[config.mk]
export PLATFORM = sky130hd
export DESIGN_NAME = ctlword_port
export DESIGN_NICKNAME = d
export VERILOG_FILES = /design/src/rtl/ctlword_pkg.sv /design/src/rtl/ctlword_sync.sv /design/src/rtl/ctlword_regs.sv /design/src/rtl/ctlword_port.sv
export SDC_FILE = /design/constraint.sdc
export NUM_CORES = 1
export LEC_CHECK = 0
export ABC_AREA = 0
export BUFFER_PORTS_ARGS = -buffer_cell sky130_fd_sc_hd__buf_2
export CAP_MARGIN = 25
export CORE_ASPECT_RATIO = 0.9
export CORE_UTILIZATION = 50
export DETAILED_ROUTE_END_ITERATION = 8
export PLACE_DENSITY_LB_ADDON = 0.3
export SYNTH_ARGS = -nofsm -noshare
export SYNTH_HDL_FRONTEND = slang
export SYNTH_SLANG_ARGS = --single-unit
[constraint.sdc]
create_clock -name clk -period 1.4 [get_ports clk]
set_clock_uncertainty 0.2 [all_clocks]
set_input_delay 0 -clock clk [delete_from_list [all_inputs] [get_ports clk]]
set_output_delay 0 -clock clk [all_outputs]
set_load 0.03 [all_outputs]
[src/rtl/ctlword_pkg.sv]
package ctlword_pkg;

  localparam int ADDR_W = 2;

  typedef enum logic [ADDR_W-1:0] {
    ADDR_CFG   = 2'd0,
    ADDR_VOL_L = 2'd1,
    ADDR_VOL_R = 2'd2,
    ADDR_RSVD  = 2'd3
  } ctl_addr_e;

  // config payload field positions
  localparam int CFG_MODE_LSB  = 0;
  localparam int CFG_WLEN_LSB  = 2;
  localparam int CFG_INTP_LSB  = 4;
  localparam int CFG_MUTE_BIT  = 6;
  localparam int CFG_DEEMP_LSB = 7;
  localparam int CFG_SRST_BIT  = 9;
  localparam int CFG_USED_W    = 10;

  typedef struct packed {
    logic shiftEn;
    logic shiftBit;
    logic commit;
  } ctl_strobe_t;

endpackage

[src/rtl/ctlword_sync.sv]
module ctlword_sync
  import ctlword_pkg::*;
#(
  parameter int SYNC_STAGES = 2
) (
  input  logic        clk,
  input  logic        rst_n,
  input  logic        ctlClk,
  input  logic        ctlData,
  input  logic        ctlLatch,
  output ctl_strobe_t strobe
);

  localparam int NSIG    = 3;
  localparam int IDX_CLK = 0;
  localparam int IDX_DAT = 1;
  localparam int IDX_LAT = 2;

  logic [NSIG-1:0]        rawIn;
  logic [NSIG-1:0]        syncOut;
  logic [SYNC_STAGES-1:0] pipe [NSIG];
  logic                   prevClk;
  logic                   prevLat;

  assign rawIn = {ctlLatch, ctlData, ctlClk};

  // the same stage depth on every input keeps data aligned to its clock edge
  for (genvar g = 0; g < NSIG; g++) begin : g_sync
    always_ff @(posedge clk or negedge rst_n) begin
      if (!rst_n) pipe[g] <= '0;
      else        pipe[g] <= (pipe[g] << 1) | SYNC_STAGES'(rawIn[g]);
    end
    assign syncOut[g] = pipe[g][SYNC_STAGES-1];
  end

  always_ff @(posedge clk or negedge rst_n) begin
    if (!rst_n) begin
      prevClk <= 1'b0;
      prevLat <= 1'b0;
    end else begin
      prevClk <= syncOut[IDX_CLK];
      prevLat <= syncOut[IDX_LAT];
    end
  end

  always_comb begin
    strobe.shiftEn  = syncOut[IDX_CLK] & ~prevClk;
    strobe.shiftBit = syncOut[IDX_DAT];
    strobe.commit   = syncOut[IDX_LAT] & ~prevLat;
  end


  single_commit_chk: assert property (@(posedge clk) disable iff (!rst_n)
    strobe.commit |=> !strobe.commit);


  single_shift_chk: assert property (@(posedge clk) disable iff (!rst_n)
    strobe.shiftEn |=> !strobe.shiftEn);

endmodule

[src/rtl/ctlword_regs.sv]
module ctlword_regs
  import ctlword_pkg::*;
#(
  parameter int WORD_W = 16,
  parameter int VOL_W  = 10
) (
  input  logic              clk,
  input  logic              rst_n,
  input  ctl_strobe_t       strobe,
  output logic [1:0]        serialMode,
  output logic [1:0]        wordLen,
  output logic [1:0]        interpSel,
  output logic              muteEn,
  output logic [1:0]        deempCurve,
  output logic              softReset,
  output logic [VOL_W-1:0]  volLeft,
  output logic [VOL_W-1:0]  volRight
);

  localparam int PAY_W = WORD_W - ADDR_W;

  logic [WORD_W-1:0]     shiftReg;
  logic [WORD_W-1:0]     nextShift;
  ctl_addr_e             wordAddr;
  logic [CFG_USED_W-1:0] cfgBits;
  logic [VOL_W-1:0]      volBits;

  // a coincident shift is folded in before the commit decodes the word
  always_comb begin
    nextShift = strobe.shiftEn ? {shiftReg[WORD_W-2:0], strobe.shiftBit} : shiftReg;
    wordAddr  = ctl_addr_e'(nextShift[WORD_W-1 -: ADDR_W]);
    cfgBits   = nextShift[CFG_USED_W-1:0];
    volBits   = nextShift[VOL_W-1:0];
  end

  always_ff @(posedge clk or negedge rst_n) begin
    if (!rst_n) shiftReg <= '0;
    else        shiftReg <= nextShift;
  end

  always_ff @(posedge clk or negedge rst_n) begin
    if (!rst_n) begin
      serialMode <= 2'b00;
      wordLen    <= 2'b11;
      interpSel  <= 2'b00;
      muteEn     <= 1'b0;
      deempCurve <= 2'b00;
      softReset  <= 1'b0;
      volLeft    <= '1;
      volRight   <= '1;
    end else if (strobe.commit) begin
      unique case (wordAddr)
        ADDR_CFG: begin
          serialMode <= cfgBits[CFG_MODE_LSB +: 2];
          wordLen    <= cfgBits[CFG_WLEN_LSB +: 2];
          interpSel  <= cfgBits[CFG_INTP_LSB +: 2];
          muteEn     <= cfgBits[CFG_MUTE_BIT];
          deempCurve <= cfgBits[CFG_DEEMP_LSB +: 2];
          softReset  <= cfgBits[CFG_SRST_BIT];
        end
        ADDR_VOL_L: volLeft  <= volBits;
        ADDR_VOL_R: volRight <= volBits;
        ADDR_RSVD:  ;
      endcase
    end
  end

  initial begin
    assert (PAY_W >= CFG_USED_W && PAY_W >= VOL_W);
  end


  cfg_hold_chk: assert property (@(posedge clk) disable iff (!rst_n)
    !strobe.commit |=> $stable({serialMode, wordLen, interpSel, muteEn, deempCurve, softReset}));


  vol_hold_chk: assert property (@(posedge clk) disable iff (!rst_n)
    !strobe.commit |=> $stable({volLeft, volRight}));


  shift_idle_chk: assert property (@(posedge clk) disable iff (!rst_n)
    !strobe.shiftEn |=> $stable(shiftReg));


  shift_entry_chk: assert property (@(posedge clk) disable iff (!rst_n)
    strobe.shiftEn |=> shiftReg[0] == $past(strobe.shiftBit));


  rsvd_noeffect_chk: assert property (@(posedge clk) disable iff (!rst_n)
    (strobe.commit && wordAddr == ADDR_RSVD) |=>
      $stable({serialMode, wordLen, interpSel, muteEn, deempCurve, softReset, volLeft, volRight}));


  volL_only_chk: assert property (@(posedge clk) disable iff (!rst_n)
    (strobe.commit && wordAddr == ADDR_VOL_L) |=> $stable(volRight));

endmodule

[src/rtl/ctlword_port.sv]
module ctlword_port
  import ctlword_pkg::*;
#(
  parameter int WORD_W      = 16,
  parameter int VOL_W       = 10,
  parameter int SYNC_STAGES = 2
) (
  input  logic             clk,
  input  logic             rst_n,
  input  logic             ctlClk,
  input  logic             ctlData,
  input  logic             ctlLatch,
  output logic [1:0]       serialMode,
  output logic [1:0]       wordLen,
  output logic [1:0]       interpSel,
  output logic             muteEn,
  output logic [1:0]       deempCurve,
  output logic             softReset,
  output logic [VOL_W-1:0] volLeft,
  output logic [VOL_W-1:0] volRight
);

  ctl_strobe_t strobe;

  ctlword_sync #(.SYNC_STAGES(SYNC_STAGES)) u_sync (
    .clk      (clk),
    .rst_n    (rst_n),
    .ctlClk   (ctlClk),
    .ctlData  (ctlData),
    .ctlLatch (ctlLatch),
    .strobe   (strobe)
  );

  ctlword_regs #(.WORD_W(WORD_W), .VOL_W(VOL_W)) u_regs (
    .clk        (clk),
    .rst_n      (rst_n),
    .strobe     (strobe),
    .serialMode (serialMode),
    .wordLen    (wordLen),
    .interpSel  (interpSel),
    .muteEn     (muteEn),
    .deempCurve (deempCurve),
    .softReset  (softReset),
    .volLeft    (volLeft),
    .volRight   (volRight)
  );

endmodule

==> results of run 1 <==
routing by layer:
metal | up-vias | part of all wire [%] | track usage (%)
met5 | - | 0 | 0
met4 | 0 | 3.3 | 12.5
met3 | 20 | 3.2 | 4.98
met2 | 40 | 53 | 44.2
met1 | 802 | 41 | 29.9
li1 | 707 | - | -
logic make-up after synthesis:
kind of cell           count (synthesis)  synth area share (%)
DFF                                   54                  63.2
buffers and inverters                 38                  7.52
muxes                                 30                  13.8
AOI/OAI and AO/OA                     25                  9.58
and+or+nand+nor                       23                  5.91
layout make-up:
type,instances,area (µm²)
Clock inverter,2,13.8
Inverter,31,116
Multi-Input combinational cell,79,935
Fill cell,250,1010
Timing Repair Buffer,66,538
Clock buffer,6,72.6
Tap cell,48,60.1
Sequential cell,54,1380
cells in the mapped netlist:
cell type  instances  area share (%)
dfrtp_1           32              37
inv_1             31             5.3
mux2i_1           30              14
dfstp_2           22              27
nand2_1           15             2.6
a22oi_1           10             3.4
o2bb2ai_1         10             4.0
buf_2              4            0.92
a32o_1             2            0.92
and3b_1            2            0.80
buf_6              2             1.0
nor3b_1            2            0.69
and2b_1            1            0.34
clkbuf_2           1            0.23
nand2b_1           1            0.29
nand3b_1           1            0.34
nor3b_4            1            0.86
o211ai_2           1            0.57
o21ai_0            1            0.23
o21ai_2            1            0.40
repair_timing:
action | in CTS | in global routing
hold buffers | 4 | 0
setup endpoints to repair | 43 | 45
pin swaps | 8 | 7
resized for setup | 54 | 15
endpoints found under the hold margin | 57 | 0
gates cloned | 3 | 0
setup buffers | 5 | 2
worst max path at each step:
stage | from | endpoint | depth (start not counted)
6_report | u_sync.prevLat$_DFF_PN0_ | u_regs.volRight[7]$_DFFE_PN1P_ | 4
5_1_grt | u_sync.prevLat$_DFF_PN0_ | u_regs.volRight[7]$_DFFE_PN1P_ | 4
4_1_cts | u_regs.shiftReg[14]$_DFF_PN0_ | u_regs.volRight[1]$_DFFE_PN1P_ | 4
3_5_place_dp | u_regs.shiftReg[13]$_DFFE_PN0P_ | u_regs.volRight[1]$_DFFE_PN1P_ | 4
3_3_place_gp | u_regs.shiftReg[13]$_DFFE_PN0P_ | u_regs.volRight[6]$_DFFE_PN1P_ | 4
2_1_floorplan | u_regs.shiftReg[14]$_DFF_PN0_ | u_regs.volRight[0]$_DFFE_PN1P_ | 4
stage by stage:
stage / instance area, µm² / setup WS [ns] / util (%) / instances
2_1_floorplan: 2200 / -0.0692 / - / 170
3_3_place_gp: 2570 / -0.219 / 62.2 / 267
3_5_place_dp: 2570 / -0.266 / 62.2 / 267
4_1_cts: 3070 / -0.194 / 74.3 / 284
5_1_grt: 3120 / -0.302 / 75.5 / 286
6_report: 3120 / -0.250 / 75.5 / 286
flip-flops by register name (all words and copies together), names as in the netlist:
register and cells:
u_regs.interpSel 2, u_regs.wordLen 2, u_regs.volRight 10, u_sync.prevLat 1, u_regs.serialMode 2, u_sync.strobe 1
u_regs.deempCurve 2, u_regs.shiftReg 16, u_sync.pipe 5, u_regs.softReset 1, u_sync.prevClk 1, u_regs.muteEn 1
u_regs.volLeft 10
power groups by stage:
| stage | Clock [mW] | Sequential [mW] | Combinational [mW] |
|---|---|---|---|
| floorplan | 0 | 2.93 | 0.621 |
| global placement | 0 | 2.44 | 1.60 |
| detailed placement | 0 | 2.48 | 1.66 |
| CTS | 0.863 | 2.61 | 2.02 |
| global route | 0.919 | 2.70 | 2.20 |
| finish | 0.849 | 2.65 | 2.08 |
critical path: stages, from the launching register on:
cell and delay, ns:
dfrtp_1 0.44, nor3b_4 0.26, a32o_2 0.29, buf_6 0.15
mux2i_2 0.22
==> flow_summary.ini, run 1 <==
[power]
p_sw_mw = 2.24
pwr-share-comb_pct = 37.3
p_int_mw = 3.35
powerDensity_nw_per_um2 = 1790
power_switching_share_pct = 40.1
seqPwrFrac_pct = 47.5
clock_power_share_pct = 15.2
irDropWorstVdd_mv = 1.21
leakage_nw = 1.40
finalPower_mw = 5.58

[critical_path]
r2r_cells = 4
cp_max_fo = 4
critical_path_class = flip-flop to flip-flop
arrival_ns = 1.68
r2r_slack_ns = -0.25
cp.required_ns = 1.43
r2r-end = u_regs.volRight[7]$_DFFE_PN1P_
r2r-start = u_sync.prevLat$_DFF_PN0_
endpoint_kind = flip-flop
startpoint_type = flip-flop

[clock_tree]
cts_sinks = 54
path_clk_slew_ns = 0.09
cts_buffers = 5
cts_root_buf = clkbuf_8
clk_latency_ns = 0.31
clk_path_buf_depth = 2
cts_max_level = 2
cts_tree = yes

[floorplanning]
std_cell_rows = 22
dieWidth_um = 71.6
start_util_pct = 52.8
die-area_um2 = 4630
core_area_um2 = 4130
die_y_um = 64.7
ioPinCount = 35

[global_route]
grt_max_degree = 55
antenna_found_initial = 0
gr-total-overflow = 0
grt_pass1_vias = 1715
grtUsageTotal_pct = 25.3
grt_first_pass_wirelength_mm = 8.63

[cells_and_area]
final_common_cell = buf_2
diodes = 0
drive_gt1_share_pct = 56.7
area_delta_synth_final_pct = 43.0
nets = 242
mostFrequentLayoutCells = buf_2, inv_1, dfrtp_1, dfstp_2, mux2i_1

[route]
ant_nets = 0
avgViaCountPerCell = 5.49
drt_first_pass_iters = 4
wl_per_cell_um = 18.7
drt_iter0_markers = 101
totalWireLength_mm = 5.35
drc = 0
vias = 1569

[placement]
gp_congestion = 0.809
dp_hpwl_mm = 3.10
port_buffers = 34

[timing]
tightest_slew_ns = 0.351
fin_ws_ns = -0.250
setup_viol = 36
whs_ns = 0.00518
finalHoldViolCount = 0
drv_slew = 0
post-route-period-util_pct = 118
fmax_mhz = 606
finalCriticalPeriod_ns = 1.65
setup_tns_ns = -5.31
relSlewSlack_pct = 76.6
grt_setup_unrepaired = yes

[logic_synthesis]
avgSynthCellArea_um2 = 12.8
synth-seq-cells = 54
syn-num-nets = 175
syn_inst = 170
yosysSeqAreaShare_pct = 63.2
synth_cell_types = 20
ys_warn_count = 0
syn_area_um2 = 2180

[run_status]
violations = setup timing
status = finished with violations

[hold_path]
hold_class = input port to async pin

[flow_run]
cap_viol_max_count = 0
(Power assumes the default switching activity.)
==> inputs of run 2 (changes only) <==
CORE_UTILIZATION = 40   (was 50)
==> run 2 against run 1 <==
  * Register-to-register slack improved by 0.11 ns
  * The run ends with hold timing, setup timing left
  * Die area up 24%
  * Cell area decreased by 8.1%
  * Final cell count increased by 2.8%
  * Hold slack worse by 0.0057 ns
  * Largest cell class unchanged
  * Clock-buffer cell count decreased by 1
  * Routed wire length shrank 21%
  * Total power is 6.7% lower
  * Combinational power fell by 15%
  * Sequential cell count unchanged
==> flow_summary.ini, run 2 (synthesis gave the netlist of run 1 again) <==
[floorplanning]
die-area_um2 = 5750
std_cell_rows = 25
dieWidth_um = 79.8
ioPinCount = 35
core_area_um2 = 5260
die_y_um = 72.1
start_util_pct = 41.5

[clock_tree]
cts_buffers = 5
clk_latency_ns = 0.31
clk_path_buf_depth = 2
cts_max_level = 2
path_clk_slew_ns = 0.10
cts_root_buf = clkbuf_8
cts_sinks = 54
cts_tree = yes

[power]
finalPower_mw = 5.21
powerDensity_nw_per_um2 = 1820
leakage_nw = 1.29
irDropWorstVdd_mv = 0.989

[route]
vias = 1433
avgViaCountPerCell = 4.87
drt_iter0_markers = 112
drc = 0
wl_per_cell_um = 14.4
ant_nets = 0
drt_first_pass_iters = 4
totalWireLength_mm = 4.24

[critical_path]
cp_cell_sequence = and2b_4, buf_12, mux2i_4, mux2i_1
cp_max_fo = 7
critical_path_class = flip-flop to flip-flop
endpoint_kind = flip-flop
worst-path-buf-inv = 1
cp_top_family = flip-flops
cp_slowest_cell = dfrtp_1
arrival_ns = 1.57
cp.required_ns = 1.43
startpoint_type = flip-flop
slowest_delay_ns = 0.43

[placement]
gp_congestion = 0.758
port_buffers = 34
dp_hpwl_mm = 2.76

[cells_and_area]
largest_register_ffs = 16
area_delta_synth_final_pct = 31.4
top_regs = u_regs.shiftReg x16, u_regs.volLeft x10, u_regs.volRight x10
final_common_cell = buf_2
regMostFlops = u_regs.shiftReg
drive_gt1_share_pct = 44.1
diodes = 0
nets = 231
mostFrequentLayoutCells = buf_2, inv_1, dfrtp_1, dfstp_2, mux2i_1

[timing]
fin_ws_ns = -0.141
relSlewSlack_pct = 69.9
tightest_slew_ns = 0.452
grt_setup_unrepaired = yes
fmax_mhz = 649
setup_viol = 34
whs_ns = -0.000484
finalCriticalPeriod_ns = 1.54
drv_slew = 0
finalHoldViolCount = 1
post-route-period-util_pct = 110

[global_route]
grt_max_degree = 55
grtUsageTotal_pct = 16.6
grt_first_pass_wirelength_mm = 7.04
antenna_found_initial = 0
grt_pass1_vias = 1407
gr-total-overflow = 0

[run_status]
violations = hold timing, setup timing
status = finished with violations

[flow_run]
cap_viol_max_count = 0

[hold_path]
hold_class = input port to async pin
run 2: changes by cell type in the layout (fill, tap and decap cells not counted), moves of 3 or more:
cell       delta
mux2i_1       +3
buf_6         -7
a22oi_2       -8
o2bb2ai_2     -9
a22oi_1       +8
o2bb2ai_1     +9
inv_6         +3
run 2: final cells by class:
cell class	instances	area, µm²
sequential	54	1380
multi-input combinational	78	777
clock buffer	5	68.8
timing repair buffer	56	414
fill	447	2390
tap	67	83.8
inverter	31	116
clock inverter	3	26.3
run 2: routing by layer:
| metal | GRT usage [%] | share of wire (%) | up-vias |
|---|---|---|---|
| li1 | - | - | 680 |
| met1 | 22.8 | 47 | 714 |
| met2 | 25.2 | 47 | 35 |
| met3 | 4.78 | 5.2 | 4 |
| met4 | 5.95 | 0.92 | 0 |
| met5 | 0 | 0 | - |
run 2: path summary, 6_finish.rpt:
check | startpoint | end | slack, ns | depth (start not counted)
max | u_sync.prevClk$_DFF_PN0_ | u_regs.volLeft[5]$_DFFE_PN1P_ | -0.14 | 4
min | rst_n | u_regs.shiftReg[15]$_DFF_PN0_ | -0.0005 | 3
max reg2reg | u_sync.prevClk$_DFF_PN0_ | u_regs.volLeft[5]$_DFFE_PN1P_ | -0.14 | 4
min reg2reg | u_sync.pipe[0]$_DFF_PN0_ | u_sync.pipe[1]$_DFF_PN0_ | 0.16 | 0
max in group asynchronous | rst_n | u_regs.volRight[3]$_DFFE_PN1P_ | 0.70 | 3
min in group clk | ctlData | u_sync.pipe[2]$_DFF_PN0_ | 0.12 | 2
run 2: metrics by stage:
step	setup slack, ns	area (µm²)	instances	util (%)	setup TNS, ns
floorplan	-0.0692	2200	170	-	-1.36
global placement	-0.175	2540	280	48.4	-5.32
detailed placement	-0.180	2540	280	48.4	-5.52
CTS	-0.139	2810	293	53.4	-3.66
global route	-0.227	2870	294	54.5	-6.83
finish	-0.141	2870	294	54.5	-3.65
run 2: tightest hold or removal path, stage by stage:
cell and delay [ns]:
dlygate4sd3_1 0.52, buf_2 0.12, buf_12 0.27
run 2: power by group:
| part | leakage, nW | internal [mW] | switching (mW) |
|---|---|---|---|
| Combinational | 0.623 | 0.705 | 1.05 |
| Sequential | 0.622 | 2.10 | 0.434 |
| Clock | 0.0495 | 0.372 | 0.545 |
| Total | 1.29 | 3.18 | 2.03 |
run 2: repair_timing:
item                                    4_1_cts  5_1_grt
setup buffers                                 1        1
gates resized for setup                      25        9
hold buffers                                  4        0
gates cloned                                  0        0
endpoints found under the setup margin       40       43
endpoints found under the hold margin        57        0
pin swaps                                     0        3
